### config.mk
export PLATFORM = sky130hd
export DESIGN_NAME = burst_addr_gen
export DESIGN_NICKNAME = d
export VERILOG_FILES = /design/src/rtl/burst_pkg.sv /design/src/rtl/burst_ctrl.sv /design/src/rtl/burst_datapath.sv /design/src/rtl/burst_addr_gen.sv
export SDC_FILE = /design/constraint.sdc
export NUM_CORES = 1
export LEC_CHECK = 0
export BUFFER_PORTS_ARGS = -buffer_cell sky130_fd_sc_hd__buf_2
export CORE_MARGIN = 4
export CORE_UTILIZATION = 40
export CTS_CLUSTER_DIAMETER = 150
export CTS_CLUSTER_SIZE = 10
export DETAILED_ROUTE_END_ITERATION = 10
export GPL_ROUTABILITY_DRIVEN = 0
export PLACE_DENSITY_LB_ADDON = 0.1
export SLEW_MARGIN = 20
export SYNTH_ARGS = -nofsm -noshare
export SYNTH_HDL_FRONTEND = slang
export SYNTH_SLANG_ARGS = --single-unit
### constraint.sdc
create_clock -name clk -period 1.9 [get_ports clk]
set_input_delay 0.19 -clock clk [delete_from_list [all_inputs] [get_ports clk]]
set_output_delay 0.19 -clock clk [all_outputs]
set_load 0.02 [all_outputs]
### src/rtl/burst_pkg.sv
package burst_pkg;
  // Strobes passed from control to datapath each cycle
  typedef struct packed {
    logic load;   // capture external address, beat back to 0
    logic step;   // move to the next beat
  } burstCtl_t;
endpackage

### src/rtl/burst_ctrl.sv
module burst_ctrl
  import burst_pkg::*;
(
  input  logic      clk,
  input  logic      rstN,
  input  logic      procStrobeN,
  input  logic      ctrlStrobeN,
  input  logic      advanceN,
  input  logic      chipSelN,
  output burstCtl_t ctl
);
  logic procLoad;
  logic ctrlLoad;

  always_comb begin
    procLoad = !procStrobeN && !chipSelN;
    ctrlLoad = !ctrlStrobeN;
    ctl.load = procLoad || ctrlLoad;
    ctl.step = !advanceN && !ctl.load;   // load has priority
  end

  // a processor strobe with the chip deselected never starts a burst
  p_proc_gated_r3: assert property (@(posedge clk) disable iff (!rstN)
    (ctrlStrobeN && chipSelN) |-> !ctl.load);

  // the controller strobe always loads
  p_ctrl_honoured_r11: assert property (@(posedge clk) disable iff (!rstN)
    !ctrlStrobeN |-> ctl.load);
endmodule

### src/rtl/burst_datapath.sv
module burst_datapath
  import burst_pkg::*;
#(
  parameter int ADDR_W  = 16,
  parameter int BURST_W = 2
) (
  input  logic              clk,
  input  logic              rstN,
  input  burstCtl_t         ctl,
  input  logic              interleaveMode,
  input  logic [ADDR_W-1:0] addrIn,
  output logic [ADDR_W-1:0] wordAddr
);
  localparam int UPPER_W = ADDR_W - BURST_W;

  logic [ADDR_W-1:0]  baseReg;
  logic [BURST_W-1:0] beatCnt;
  logic [BURST_W-1:0] lowBits;
  logic [BURST_W-1:0] baseLow;
  logic [UPPER_W-1:0] baseHigh;

  always_ff @(posedge clk) begin
    if (!rstN) begin
      baseReg <= '0;
      beatCnt <= '0;
    end else if (ctl.load) begin
      baseReg <= addrIn;
      beatCnt <= '0;
    end else if (ctl.step) begin
      beatCnt <= beatCnt + 1'b1;
    end
  end

  assign baseLow  = baseReg[BURST_W-1:0];
  assign baseHigh = baseReg[ADDR_W-1:BURST_W];

  always_comb begin
    if (interleaveMode) lowBits = baseLow ^ beatCnt;
    else                lowBits = baseLow + beatCnt;
  end

  assign wordAddr = {baseHigh, lowBits};

  // control never asks for load and step together
  p_load_excl_step_r6: assert property (@(posedge clk) disable iff (!rstN)
    !(ctl.load && ctl.step));

  // the cycle after a load shows the captured address
  p_load_capture_r2: assert property (@(posedge clk) disable iff (!rstN)
    ctl.load |=> (wordAddr == $past(addrIn)));

  // with no load and no step, the address is frozen unless the mode pin moved
  p_hold_r5: assert property (@(posedge clk) disable iff (!rstN)
    (!ctl.load && !ctl.step) |=> (!$stable(interleaveMode) || $stable(wordAddr)));

  // the upper bits change only at a load
  p_upper_fixed_r9: assert property (@(posedge clk) disable iff (!rstN)
    !ctl.load |=> (wordAddr[ADDR_W-1:BURST_W] == $past(wordAddr[ADDR_W-1:BURST_W])));

  // a linear step adds one to the low bits, modulo the block size
  p_linear_step_r8: assert property (@(posedge clk) disable iff (!rstN)
    (ctl.step && !interleaveMode) |=>
      (interleaveMode || wordAddr[BURST_W-1:0] == BURST_W'($past(wordAddr[BURST_W-1:0]) + 1'b1)));
endmodule

### src/rtl/burst_addr_gen.sv
module burst_addr_gen
  import burst_pkg::*;
#(
  parameter int ADDR_W  = 16,
  parameter int BURST_W = 2
) (
  input  logic              clk,
  input  logic              rstN,
  input  logic              procStrobeN,
  input  logic              ctrlStrobeN,
  input  logic              advanceN,
  input  logic              chipSelN,
  input  logic              interleaveMode,
  input  logic [ADDR_W-1:0] addrIn,
  output logic [ADDR_W-1:0] wordAddr
);
  burstCtl_t ctl;

  burst_ctrl i_ctrl (
    .clk         (clk),
    .rstN        (rstN),
    .procStrobeN (procStrobeN),
    .ctrlStrobeN (ctrlStrobeN),
    .advanceN    (advanceN),
    .chipSelN    (chipSelN),
    .ctl         (ctl)
  );

  burst_datapath #(.ADDR_W(ADDR_W), .BURST_W(BURST_W)) i_datapath (
    .clk            (clk),
    .rstN           (rstN),
    .ctl            (ctl),
    .interleaveMode (interleaveMode),
    .addrIn         (addrIn),
    .wordAddr       (wordAddr)
  );
endmodule

==> impl_results.md, run 1 <==
* H-Tree Level Count at 1
* Buffer type at the clock tree root: sky130_fd_sc_hd__clkbuf_4
* Reg clk slew, reported paths at around 90 ps
* Worst relative slew slack at 0.565
* Highest routing layer actually used: met4
* WL final at roughly 1.4 mm
* Number of global-route vias before repair at between 500 and 600
* Number of placed I/O pins at 39
* Number of standard cells in the layout, taps in and fillers out at ~150
* Pwr per Cell Area at approximately 800 nW/um^2
* Critical Path Sink Type: primary output
* Arr. time, crit path at between 1000 and 1500 ps
* Post-layout nets at around 140
* Worst min-delay path category: primary input to flop
* Gate count after technology mapping at 98
* Floorplan row count at 16
* Floorplan die area at 2860 um^2
* Highest Clock Rate at 0.710 GHz
* Warning count from the yosys run at 0
* Global route overflow at 0
* Number of gates given a new drive strength after cts at 0
* Starting density of the core at 0.422
* Via Count at roughly 670
* Number of diodes added for antenna fixing at 0
* Detailed-route vias per instance at approximately 4.6
* Worst-skew pair later-pin latency at between 200 and 300 ps
* Antenna viol nets, final at 0
* Critical path launch point type: flop
* Routed length on met3 at 149 um
* Initial antenna violation count at 0
* First-pass GRT wire length at 2.24 mm
* Port Buf Inserts at 38
* Transition time of the tightest slew-check pin at roughly 650 ps
* Tcrit/Tclk final at 0.742
* Highest ir drop seen on vdd at 0.460 mV
* Flops & latches, synth at 18
* Setup Fix Bufs, Post-CTS at 0
* Kind of critical path: flop to primary output
* Nets in the synthesized netlist at 122
* Violation count after the first detailed-routing iteration at 4
* Width of the die at 53.5 um
* Count of max-cap constraint violations at 0
* Longest Clk Path Bufs at 2
* Largest net degree at the start of global routing at 34
* Final min period at between 1000 and 1500 ps
* Number of pins with negative max-slew slack in the final report at 0
* Proportion of layout cells with a drive suffix above 1 at 0.361
* Met1 WL at between 600 and 700 um
* Detailed-routed wire length on met2 at 588 um
* Pre-antenna DRT Iters at 2
* Number of buffers created by CTS at 3
* Post-synthesis average cell area at roughly 8.5 um^2
* Clock Sink Count at 18
* Total GRT Usage at 0.111
* Clock tree from TritonCTS: yes
* Finish-stage setup viols at 0
* Largest clock skew in the final design at between 0.15 and 0.2 ps
* Reg2reg setup slack at around 1100 ps
* Layout-stage area growth over the synthesis result at 12.4%
* Unique masters post-synth at 16
* Std-Cell Core Area at 1960 um^2
* Die height at about 54 um
* Outcome: finished, final reports clean
* Count of fill cells added during filler insertion at ~230
* Routed wire per std cell at 9.71 um
* Post-synthesis instance area at 828 um^2
* Sequential cell area fraction in the yosys report at 0.435
* Number of design rule violations left after detail routing at 0
* Leakage power figure at 0.423 nW
* Unrepaired setup endpoints after global routing: no
* Total power at 0.761 mW
* Number of hold violations in the final report at 0
* Number of cells in the design after placement at 142
* Req. time, crit path at around 1700 ps
* Highest net fanout along the worst path at 3
* Final total negative setup slack at 0 ps
* Hold_buf cts at 0
[power by group]
part           leakage [nW]  switching, mW  internal [mW]  total (mW)
Sequential            0.149         0.0110          0.401       0.412
Combinational         0.254         0.0781         0.0493       0.127
Clock                0.0210          0.105          0.117       0.221
[layout make-up]
type,count,area [um^2],area share
repair buffers,38,190,0.204
flip-flops and latches,18,360,0.387
well taps,27,33.8,0.0363
clock buffers,4,36.3,0.0390
multi-input cells,59,310,0.333
[flip-flops by register name, summed over array words and instances, names as in the netlist]
register,cells
i_datapath.baseReg,16
i_datapath.beatCnt,2
[cell usage in the layout, fill, tap and decap left out, types with 3 or more instances in the layout]
cell type and count:
sky130_fd_sc_hd__buf_2 38, sky130_fd_sc_hd__xnor2_1 3, sky130_fd_sc_hd__o21ai_0 15, sky130_fd_sc_hd__dfxtp_1 18
sky130_fd_sc_hd__nand2_1 16, sky130_fd_sc_hd__nand3_1 16, sky130_fd_sc_hd__clkbuf_4 3, sky130_fd_sc_hd__nor2b_1 3
[through the flow]
| stage | hold WS (ps) | util | worst slack, ps | instance area (um^2) |
|---|---|---|---|---|
| global placement | 405 | 0.456 | 707 | 895 |
| finish | 115 | 0.474 | 491 | 931 |
| floorplan | 320 | - | 730 | 828 |
| detailed placement | 415 | 0.456 | 686 | 895 |
| CTS | 112 | 0.474 | 458 | 931 |
| global route | 106 | 0.474 | 374 | 931 |
[worst paths after layout]
| path | from | end | cells past startpoint |
|---|---|---|---|
| worst max-delay path | i_datapath.beatCnt[0]$_SDFFE_PP0P_ | wordAddr[1] | 4 |
| worst min-delay path | addrIn[15] | i_datapath.baseReg[15]$_SDFFE_PN0P_ | 3 |
| worst max register to register | i_datapath.beatCnt[0]$_SDFFE_PP0P_ | i_datapath.beatCnt[1]$_SDFFE_PP0P_ | 3 |
| worst min register to register | i_datapath.baseReg[11]$_SDFFE_PN0P_ | i_datapath.baseReg[11]$_SDFFE_PN0P_ | 2 |
[critical path: stages (launching register included)]
cell and delay [ps]:
sky130_fd_sc_hd__dfxtp_1 360, sky130_fd_sc_hd__ha_1 140, sky130_fd_sc_hd__nor2b_1 150, sky130_fd_sc_hd__xnor2_1 120, sky130_fd_sc_hd__buf_2 170
[cell families after synthesis]
logic type               synth area share
AND/OR/NAND/NOR                     0.202
AO/OA/AOI/OAI                       0.125
buffers and inverters               0.190
XOR/XNOR                           0.0317
flip-flops                          0.435
adder cells (fa/ha/maj)            0.0151
[Yosys cell counts]
master	instances	share of area
sky130_fd_sc_hd__buf_2	2	0.012
sky130_fd_sc_hd__buf_4	16	0.15
sky130_fd_sc_hd__buf_6	2	0.027
sky130_fd_sc_hd__clkbuf_2	1	0.0060
sky130_fd_sc_hd__dfxtp_1	18	0.44
sky130_fd_sc_hd__ha_1	1	0.015
sky130_fd_sc_hd__nand2_1	16	0.073
sky130_fd_sc_hd__nand3_1	16	0.097
sky130_fd_sc_hd__nor2_1	1	0.0045
sky130_fd_sc_hd__nor2b_1	3	0.023
sky130_fd_sc_hd__nor3_1	1	0.0060
sky130_fd_sc_hd__o211ai_1	1	0.0091
sky130_fd_sc_hd__o21ai_0	15	0.091
sky130_fd_sc_hd__o21ai_1	1	0.0060
sky130_fd_sc_hd__o21ai_4	1	0.020
sky130_fd_sc_hd__xnor2_1	3	0.032
[routing by layer]
| metal | vias up | global-route usage |
|---|---|---|
| met5 | - | 0 |
| met4 | 0 | 0.0511 |
| met3 | 2 | 0.0592 |
| met2 | 25 | 0.151 |
| met1 | 286 | 0.141 |
| li1 | 356 | - |
(Power assumes the default switching activity.)
==> inputs of run 2 (changes only) <==
==> constraint.sdc (replaced) <==
create_clock -name clk -period 1.36 [get_ports clk]
set_input_delay 0.136 -clock clk [delete_from_list [all_inputs] [get_ports clk]]
set_output_delay 0.136 -clock clk [all_outputs]
set_load 0.02 [all_outputs]
==> run 2 against run 1 <==
  * Non-clock buffer count grew 4
  * Sequential share of layout area shrank 1.5 points
  * Count of clock-buffer cells in the layout unchanged
  * Register-to-register slack lost 620 ps
  * Combinational power rose by 51%
  * Largest power group unchanged
==> impl_results.md, run 2 (synthesis results as in run 1) <==
* Sum of net half-perimeters after detailed placement at between 1 and 1.5 mm
* Critical Path Sink Type: primary output (unchanged)
* H-Tree Level Count at 1 (unchanged)
* Floorplan row count at 16 (unchanged)
* Largest clock skew in the final design at 0.0885 ps (was 0.171 ps)
* Largest net degree at the start of global routing at 19 (was 34)
* Highest ir drop seen on vdd at 1.01 mV (was 0.460 mV)
* Violation count after the first detailed-routing iteration at 4 (unchanged)
* Reg-to-reg startpoint: i_datapath.beatCnt[0]$_SDFFE_PP0P_ (unchanged)
* Worst-skew pair later-pin latency at 290 ps (was 280 ps)
* Layout-stage area growth over the synthesis result at 17.8% (was 12.4%)
* Stage delay of the slowest cell on the critical path at 330 ps (was 360 ps)
* Starting density of the core at 0.422 (unchanged)
* Total GRT Usage at 0.123 (was 0.111)
* Unrepaired setup endpoints after global routing: yes (was no)
* Worst min-delay path category: primary input to flop (unchanged)
* Final min period at roughly 1300 ps
* Critical path, cell by cell: ha_2 -> nor2b_4 -> xnor2_1 -> buf_4 (was ha_1 -> nor2b_1 -> xnor2_1 -> buf_2)
* Std-Cell Core Area at 1960 um^2 (unchanged)
* Leakage power figure at 0.441 nW (was 0.423 nW)
* Pre-antenna DRT Iters at 4 (was 2)
* Routed wire per std cell at 10.1 um (was 9.71 um)
* Number of diodes added for antenna fixing at 0 (unchanged)
* Number of cells in the design after placement at 145 (was 142)
* Number of global-route vias before repair at 583 (was 522)
* Start point of the critical path: i_datapath.baseReg[0]$_SDFFE_PN0P_ (was i_datapath.beatCnt[0]$_SDFFE_PP0P_)
* Proportion of layout cells with a drive suffix above 1 at 0.415 (was 0.361)
* Largest registers: i_datapath.baseReg (16), i_datapath.beatCnt (2) (unchanged)
* Number of hold violations in the final report at 0 (unchanged)
* Floorplan die area at 2860 um^2 (unchanged)
* Number of stages on the worst setup path at 4 (unchanged)
* Critical R2R Capture: i_datapath.beatCnt[1]$_SDFFE_PP0P_ (unchanged)
* Number of design rule violations left after detail routing at 0 (unchanged)
* Count of max-cap constraint violations at 0 (unchanged)
* Initial antenna violation count at 0 (unchanged)
* Highest net fanout along the worst path at 2 (was 3)
* Outcome: finished, final reports clean (unchanged)
* Width of the die at 53.5 um (unchanged)
* Final design area excluding fillers at 976 um^2 (was 931 um^2)
* Number of flip-flops under the largest register name at 16 (unchanged)
* Most common cell after layout, fill and taps aside: sky130_fd_sc_hd__buf_2 (unchanged)
* Req. time, crit path at 1220 ps (was 1710 ps)
* Antenna viol nets, final at 0 (unchanged)
* Worst hold margin at 54.4 ps (was 115 ps)
* Buffer type at the clock tree root: sky130_fd_sc_hd__clkbuf_4 (unchanged)
* Finish-stage setup viols at 0 (unchanged)
* Count of buffer and inverter cells on the critical path at 1 (unchanged)
* Number of buffers created by CTS at 3 (unchanged)
* Clock tree from TritonCTS: yes (unchanged)
* Critical path launch point type: flop (unchanged)
* Tcrit/Tclk final at 0.977
* Longest Clk Path Bufs at 2 (unchanged)
* First-pass GRT wire length at 2.48 mm (was 2.24 mm)
* Total power at 1.09 mW (was 0.761 mW)
* Via Count at 685 (was 669)
* Pwr per Cell Area at 1120 nW/um^2 (was 817 nW/um^2)
* Most frequent cells in the layout: 37 x sky130_fd_sc_hd__buf_2, 16 x sky130_fd_sc_hd__nand2_1, 16 x sky130_fd_sc_hd__nand3_1, 16 x sky130_fd_sc_hd__dfxtp_1, 15 x sky130_fd_sc_hd__o21ai_0 (was 38 x sky130_fd_sc_hd__buf_2, 18 x sky130_fd_sc_hd__dfxtp_1, 16 x sky130_fd_sc_hd__nand2_1, 16 x sky130_fd_sc_hd__nand3_1, 15 x sky130_fd_sc_hd__o21ai_0)
* Transition time of the tightest slew-check pin at 282 ps (was 650 ps)
* Highest-delay cell along the critical path: sky130_fd_sc_hd__dfxtp_2 (was sky130_fd_sc_hd__dfxtp_1)
* WL final at 1.51 mm (was 1.42 mm)
* Clock Sink Count at 18 (unchanged)
* Final total negative setup slack at 0 ps (unchanged)
* Number of placed I/O pins at 39 (unchanged)
* Arr. time, crit path at 1190 ps (was 1220 ps)
* Reg2reg setup slack at 440 ps (was 1060 ps)
* Critical path's top delay family: flip-flops (unchanged)
* Placed cell area at 917 um^2 (was 895 um^2)
* Reg2reg path depth at 4 (was 3)
* Most flop-heavy register: i_datapath.baseReg (unchanged)
* Critical path capture point: wordAddr[1] (unchanged)
* Worst relative slew slack at 0.812 (was 0.565)
* Post-layout nets at 148 (was 144)
* Number of pins with negative max-slew slack in the final report at 0 (unchanged)
* Detailed-route vias per instance at 4.57 (was 4.58)
* Die height at 53.5 um (unchanged)
* Highest Clock Rate at 0.753 GHz
* Port Buf Inserts at 38 (unchanged)
* Kind of critical path: flop to primary output (unchanged)
* Reg clk slew, reported paths at 100 ps (was 90 ps)
* Number of standard cells in the layout, taps in and fillers out at 150 (was 146)
* Global route overflow at 0 (unchanged)
==> run 2: cell count changes in the layout (fill, tap and decap cells not counted) <==
| cell | change |
|---|---|
| sky130_fd_sc_hd__ha_2 | +1 |
| sky130_fd_sc_hd__dfxtp_2 | +2 |
| sky130_fd_sc_hd__buf_4 | +5 |
| sky130_fd_sc_hd__buf_2 | -1 |
| sky130_fd_sc_hd__ha_1 | -1 |
| sky130_fd_sc_hd__nor2b_4 | +1 |
| sky130_fd_sc_hd__dfxtp_1 | -2 |
| sky130_fd_sc_hd__nor2b_1 | -1 |
==> run 2: layout make-up <==
| cell class | instances | area, um^2 |
|---|---|---|
| multi-input combinational | 59 | 320 |
| timing repair buffer | 42 | 223 |
| tap | 27 | 33.8 |
| sequential | 18 | 363 |
| fill | 215 | 986 |
| clock buffer | 4 | 36.3 |
==> run 2: what timing repair did <==
item                                    CTS  global route
hold buffers                              0             0
gates cloned                              0             0
gates resized for setup                   5             1
endpoints found under the setup margin    1             1
buffers inserted                          1             0
pin swaps                                 2             1
==> run 2: worst min-delay path by stage <==
stage	endpoint	depth (start not counted)	startpoint
after global placement	i_datapath.baseReg[15]$_SDFFE_PN0P_	3	addrIn[15]
final	i_datapath.baseReg[8]$_SDFFE_PN0P_	3	addrIn[8]
after floorplan	i_datapath.baseReg[0]$_SDFFE_PN0P_	2	addrIn[0]
after global routing	i_datapath.baseReg[2]$_SDFFE_PN0P_	3	addrIn[2]
after detailed placement	i_datapath.baseReg[10]$_SDFFE_PN0P_	3	addrIn[10]
after CTS	i_datapath.baseReg[9]$_SDFFE_PN0P_	3	addrIn[9]
==> run 2: routing by layer <==
layer	vias up	global-route usage	share of wire	routed length, um
li1	362	-	-	-
met1	294	0.137	0.46	689
met2	27	0.196	0.42	638
met3	2	0.0620	0.11	167
met4	0	0.0511	0.011	17
met5	-	0	0	0
==> run 2: report_power, final <==
part,switching (mW),total [mW],internal [mW],leakage [nW]
Clock,0.162,0.325,0.163,0.0210
Sequential,0.0148,0.576,0.561,0.149
Combinational,0.113,0.192,0.0793,0.271
==> run 2: worst min-delay path, stage by stage <==
cell	delay, ps
sky130_fd_sc_hd__buf_2	70
sky130_fd_sc_hd__nand3_1	50
sky130_fd_sc_hd__o21ai_0	60
==> run 2: metrics by stage <==
stage          setup slack (ps)   util
2_1_floorplan               244      -
3_3_place_gp                316  0.467
3_5_place_dp                286  0.467
4_1_cts                   -5.68  0.497
5_1_grt                   -68.0  0.497
6_report                   31.5  0.497
==> inputs of run 3 (changes only) <==
--- a/config.mk
+++ b/config.mk
@@ -6,8 +6,11 @@
 export NUM_CORES = 1
 export LEC_CHECK = 0
 export BUFFER_PORTS_ARGS = -buffer_cell sky130_fd_sc_hd__buf_2
+export CAP_MARGIN = 20
+export CELL_PAD_IN_SITES_DETAIL_PLACEMENT = 0
+export CELL_PAD_IN_SITES_GLOBAL_PLACEMENT = 1
 export CORE_MARGIN = 4
-export CORE_UTILIZATION = 40
+export CORE_UTILIZATION = 31
 export CTS_CLUSTER_DIAMETER = 150
 export CTS_CLUSTER_SIZE = 10
 export DETAILED_ROUTE_END_ITERATION = 10
==> run 3 against run 2 <==
  * Clock skew barely moved
  * Routed wire length up 5.4%
  * First-iteration DRC count rose to 11 times the previous value
  * Register-to-register slack got worse by 20 ps
  * Cell count grew 1.3%
  * Combinational power is 2% higher
  * Non-clock buffer count is the same
  * Count of clock-buffer cells in the layout down 1
  * Sequential share of layout area fell by 0.56 points
  * Global-route usage is 2.4 points lower
  * Sequential cell count is the same
  * Die area grew 24%
  * Largest power group unchanged
==> impl_results.md, run 3 (synthesis results as in run 1) <==
* Number of pins with negative max-slew slack in the final report at 0 (unchanged)
* Req. time, crit path at 1220 ps (about the same)
* Clock Sink Count at 18 (unchanged)
* Number of buffers created by CTS at 3 (unchanged)
* Finish-stage setup viols at 0 (unchanged)
* Outcome: finished, final reports clean (unchanged)
* Largest registers: i_datapath.baseReg (16), i_datapath.beatCnt (2) (unchanged)
* Std-Cell Core Area at 2520 um^2 (was 1960 um^2)
* First-pass GRT wire length at 2.66 mm (was 2.48 mm)
* Number of design rule violations left after detail routing at 0 (unchanged)
* Floorplan die area at 3560 um^2 (was 2860 um^2)
* Worst min-delay path category: primary input to flop (unchanged)
* Final Core Density at 0.393 (was 0.497)
* Critical Path Sink Type: primary output (unchanged)
* Post-layout nets at 148 (unchanged)
* Final total negative setup slack at 0 ps (unchanged)
* Proportion of layout cells with a drive suffix above 1 at 0.426 (was 0.415)
* Final min period at 1300 ps (was 1330 ps)
* Highest net fanout along the worst path at 2 (unchanged)
* Largest net degree at the start of global routing at 21 (was 19)
* Most frequent cells in the layout: 37 x sky130_fd_sc_hd__buf_2, 16 x sky130_fd_sc_hd__nand2_1, 16 x sky130_fd_sc_hd__nand3_1, 16 x sky130_fd_sc_hd__dfxtp_1, 15 x sky130_fd_sc_hd__o21ai_0 (unchanged)
* Total power at 1.02 mW (was 1.09 mW)
* Highest ir drop seen on vdd at 0.528 mV (was 1.01 mV)
* Layout-stage area growth over the synthesis result at 19.6% (was 17.8%)
* Most common cell after layout, fill and taps aside: sky130_fd_sc_hd__buf_2 (unchanged)
* Number of flip-flops under the largest register name at 16 (unchanged)
* Reg clk slew, reported paths at 90 ps (was 100 ps)
* Number of diodes added for antenna fixing at 0 (unchanged)
* Tcrit/Tclk final at 0.954 (was 0.977)
* Sum of net half-perimeters after detailed placement at 1.19 mm (was 1.11 mm)
* Number of placed I/O pins at 39 (unchanged)
* Via Count at 674 (was 685)
* Detailed-route vias per instance at 4.43 (was 4.57)
* Width of the die at 59.7 um (was 53.5 um)
* Buffer type at the clock tree root: sky130_fd_sc_hd__clkbuf_4 (unchanged)
* Kind of critical path: flop to primary output (unchanged)
* Starting density of the core at 0.328 (was 0.422)
* Initial antenna violation count at 0 (unchanged)
* Reg2reg path depth at 4 (unchanged)
* Total GRT Usage at 0.0982 (was 0.123)
* Number of global-route vias before repair at 658 (was 583)
* Worst-skew pair later-pin latency at 280 ps (was 290 ps)
* Clock tree from TritonCTS: yes (unchanged)
* Global route overflow at 0 (unchanged)
* Antenna viol nets, final at 0 (unchanged)
* Die height at 59.7 um (was 53.5 um)
* WL final at 1.59 mm (was 1.51 mm)
* Routed wire per std cell at 10.5 um (was 10.1 um)
* Highest-delay cell along the critical path: sky130_fd_sc_hd__dfxtp_2 (unchanged)
* Arr. time, crit path at 1160 ps (was 1190 ps)
* Longest Clk Path Bufs at 2 (unchanged)
* Pre-antenna DRT Iters at 4 (unchanged)
* Floorplan row count at 18 (was 16)
* Critical path, cell by cell: ha_4 -> nor2b_4 -> xnor2_2 -> buf_4 (was ha_2 -> nor2b_4 -> xnor2_1 -> buf_4)
* Violation count after the first detailed-routing iteration at 45 (was 4)
* Most flop-heavy register: i_datapath.baseReg (unchanged)
* Worst relative slew slack at 0.774 (was 0.812)
* Pwr per Cell Area at 1030 nW/um^2 (was 1120 nW/um^2)
* H-Tree Level Count at 1 (unchanged)
* Port Buf Inserts at 38 (unchanged)
* Count of max-cap constraint violations at 0 (unchanged)
* Stage delay of the slowest cell on the critical path at 340 ps (was 330 ps)
* Number of hold violations in the final report at 0 (unchanged)
* Count of fill cells added during filler insertion at 288 (was 215)
* Transition time of the tightest slew-check pin at 339 ps (was 282 ps)
* Worst Hold Path Cells at 3 (unchanged)
* Critical path launch point type: flop (unchanged)
* Largest clock skew in the final design at 0.140 ps (was 0.0885 ps)
* Highest Clock Rate at 0.771 GHz (was 0.753 GHz)
* Leakage power figure at 0.444 nW (was 0.441 nW)
## run 3: changes by cell type in the layout (fill, tap and decap cells not counted), sizes merged
| cell | before | now |
|---|---|---|
| clkbuf | 4 | 3 |
## run 3: layout make-up
cell class                      count  area [um^2]  share of cell area
Clock buffer                        3         22.5              0.0227
Timing Repair Buffer               42          223               0.225
Sequential cell                    18          363               0.366
Tap cell                           30         37.5              0.0379
Multi-Input combinational cell     59          345               0.348
## run 3: worst paths after layout
kind | slack (ps) | startpoint | endpoint
worst max-delay path | 60 | i_datapath.baseReg[0]$_SDFFE_PN0P_ | wordAddr[1]
worst max register to register | 420 | i_datapath.beatCnt[0]$_SDFFE_PP0P_ | i_datapath.beatCnt[1]$_SDFFE_PP0P_
worst min register to register | 450 | i_datapath.baseReg[11]$_SDFFE_PN0P_ | i_datapath.baseReg[11]$_SDFFE_PN0P_
worst min-delay path | 60 | addrIn[13] | i_datapath.baseReg[13]$_SDFFE_PN0P_
## run 3: layer usage
metal  up-vias  global-route usage  part of all wire
li1        360                   -                 -
met1       286               0.124              0.46
met2        26               0.153              0.41
met3         2              0.0475              0.11
met4         0              0.0190            0.0094
met5         -                   0                 0
## run 3: what timing repair did
| action | in CTS | in global routing |
|---|---|---|
| gates resized for setup | 5 | 4 |
| pin swaps | 1 | 2 |
| endpoints found under the setup margin | 1 | 1 |
| hold buffers | 0 | 0 |
| setup buffers | 1 | 0 |
| hold endpoints to repair | 0 | 0 |
## run 3: where the power goes
part | leakage (nW) | internal (mW) | switching, mW
combinational | 0.281 | 0.0821 | 0.114
clock | 0.0138 | 0.103 | 0.144
sequential | 0.149 | 0.561 | 0.0175
## run 3: stage by stage
stage	hold WS [ps]	area, um^2	cells	setup WS (ps)
finish	63.8	991	152	62.4
global route	57.4	991	152	-0.550
CTS	50.1	965	152	0.424
detailed placement	356	921	148	302
global placement	349	921	148	318
floorplan	266	828	98	244
## run 3: critical path, delay by kind of cell (launching register included)
family / cells / cell delay, ps
AND/OR/NAND/NOR: 1 / 120
XOR/XNOR: 1 / 120
adder cells (fa/ha/maj): 1 / 150
buffers and inverters: 1 / 160
flip-flops: 1 / 340
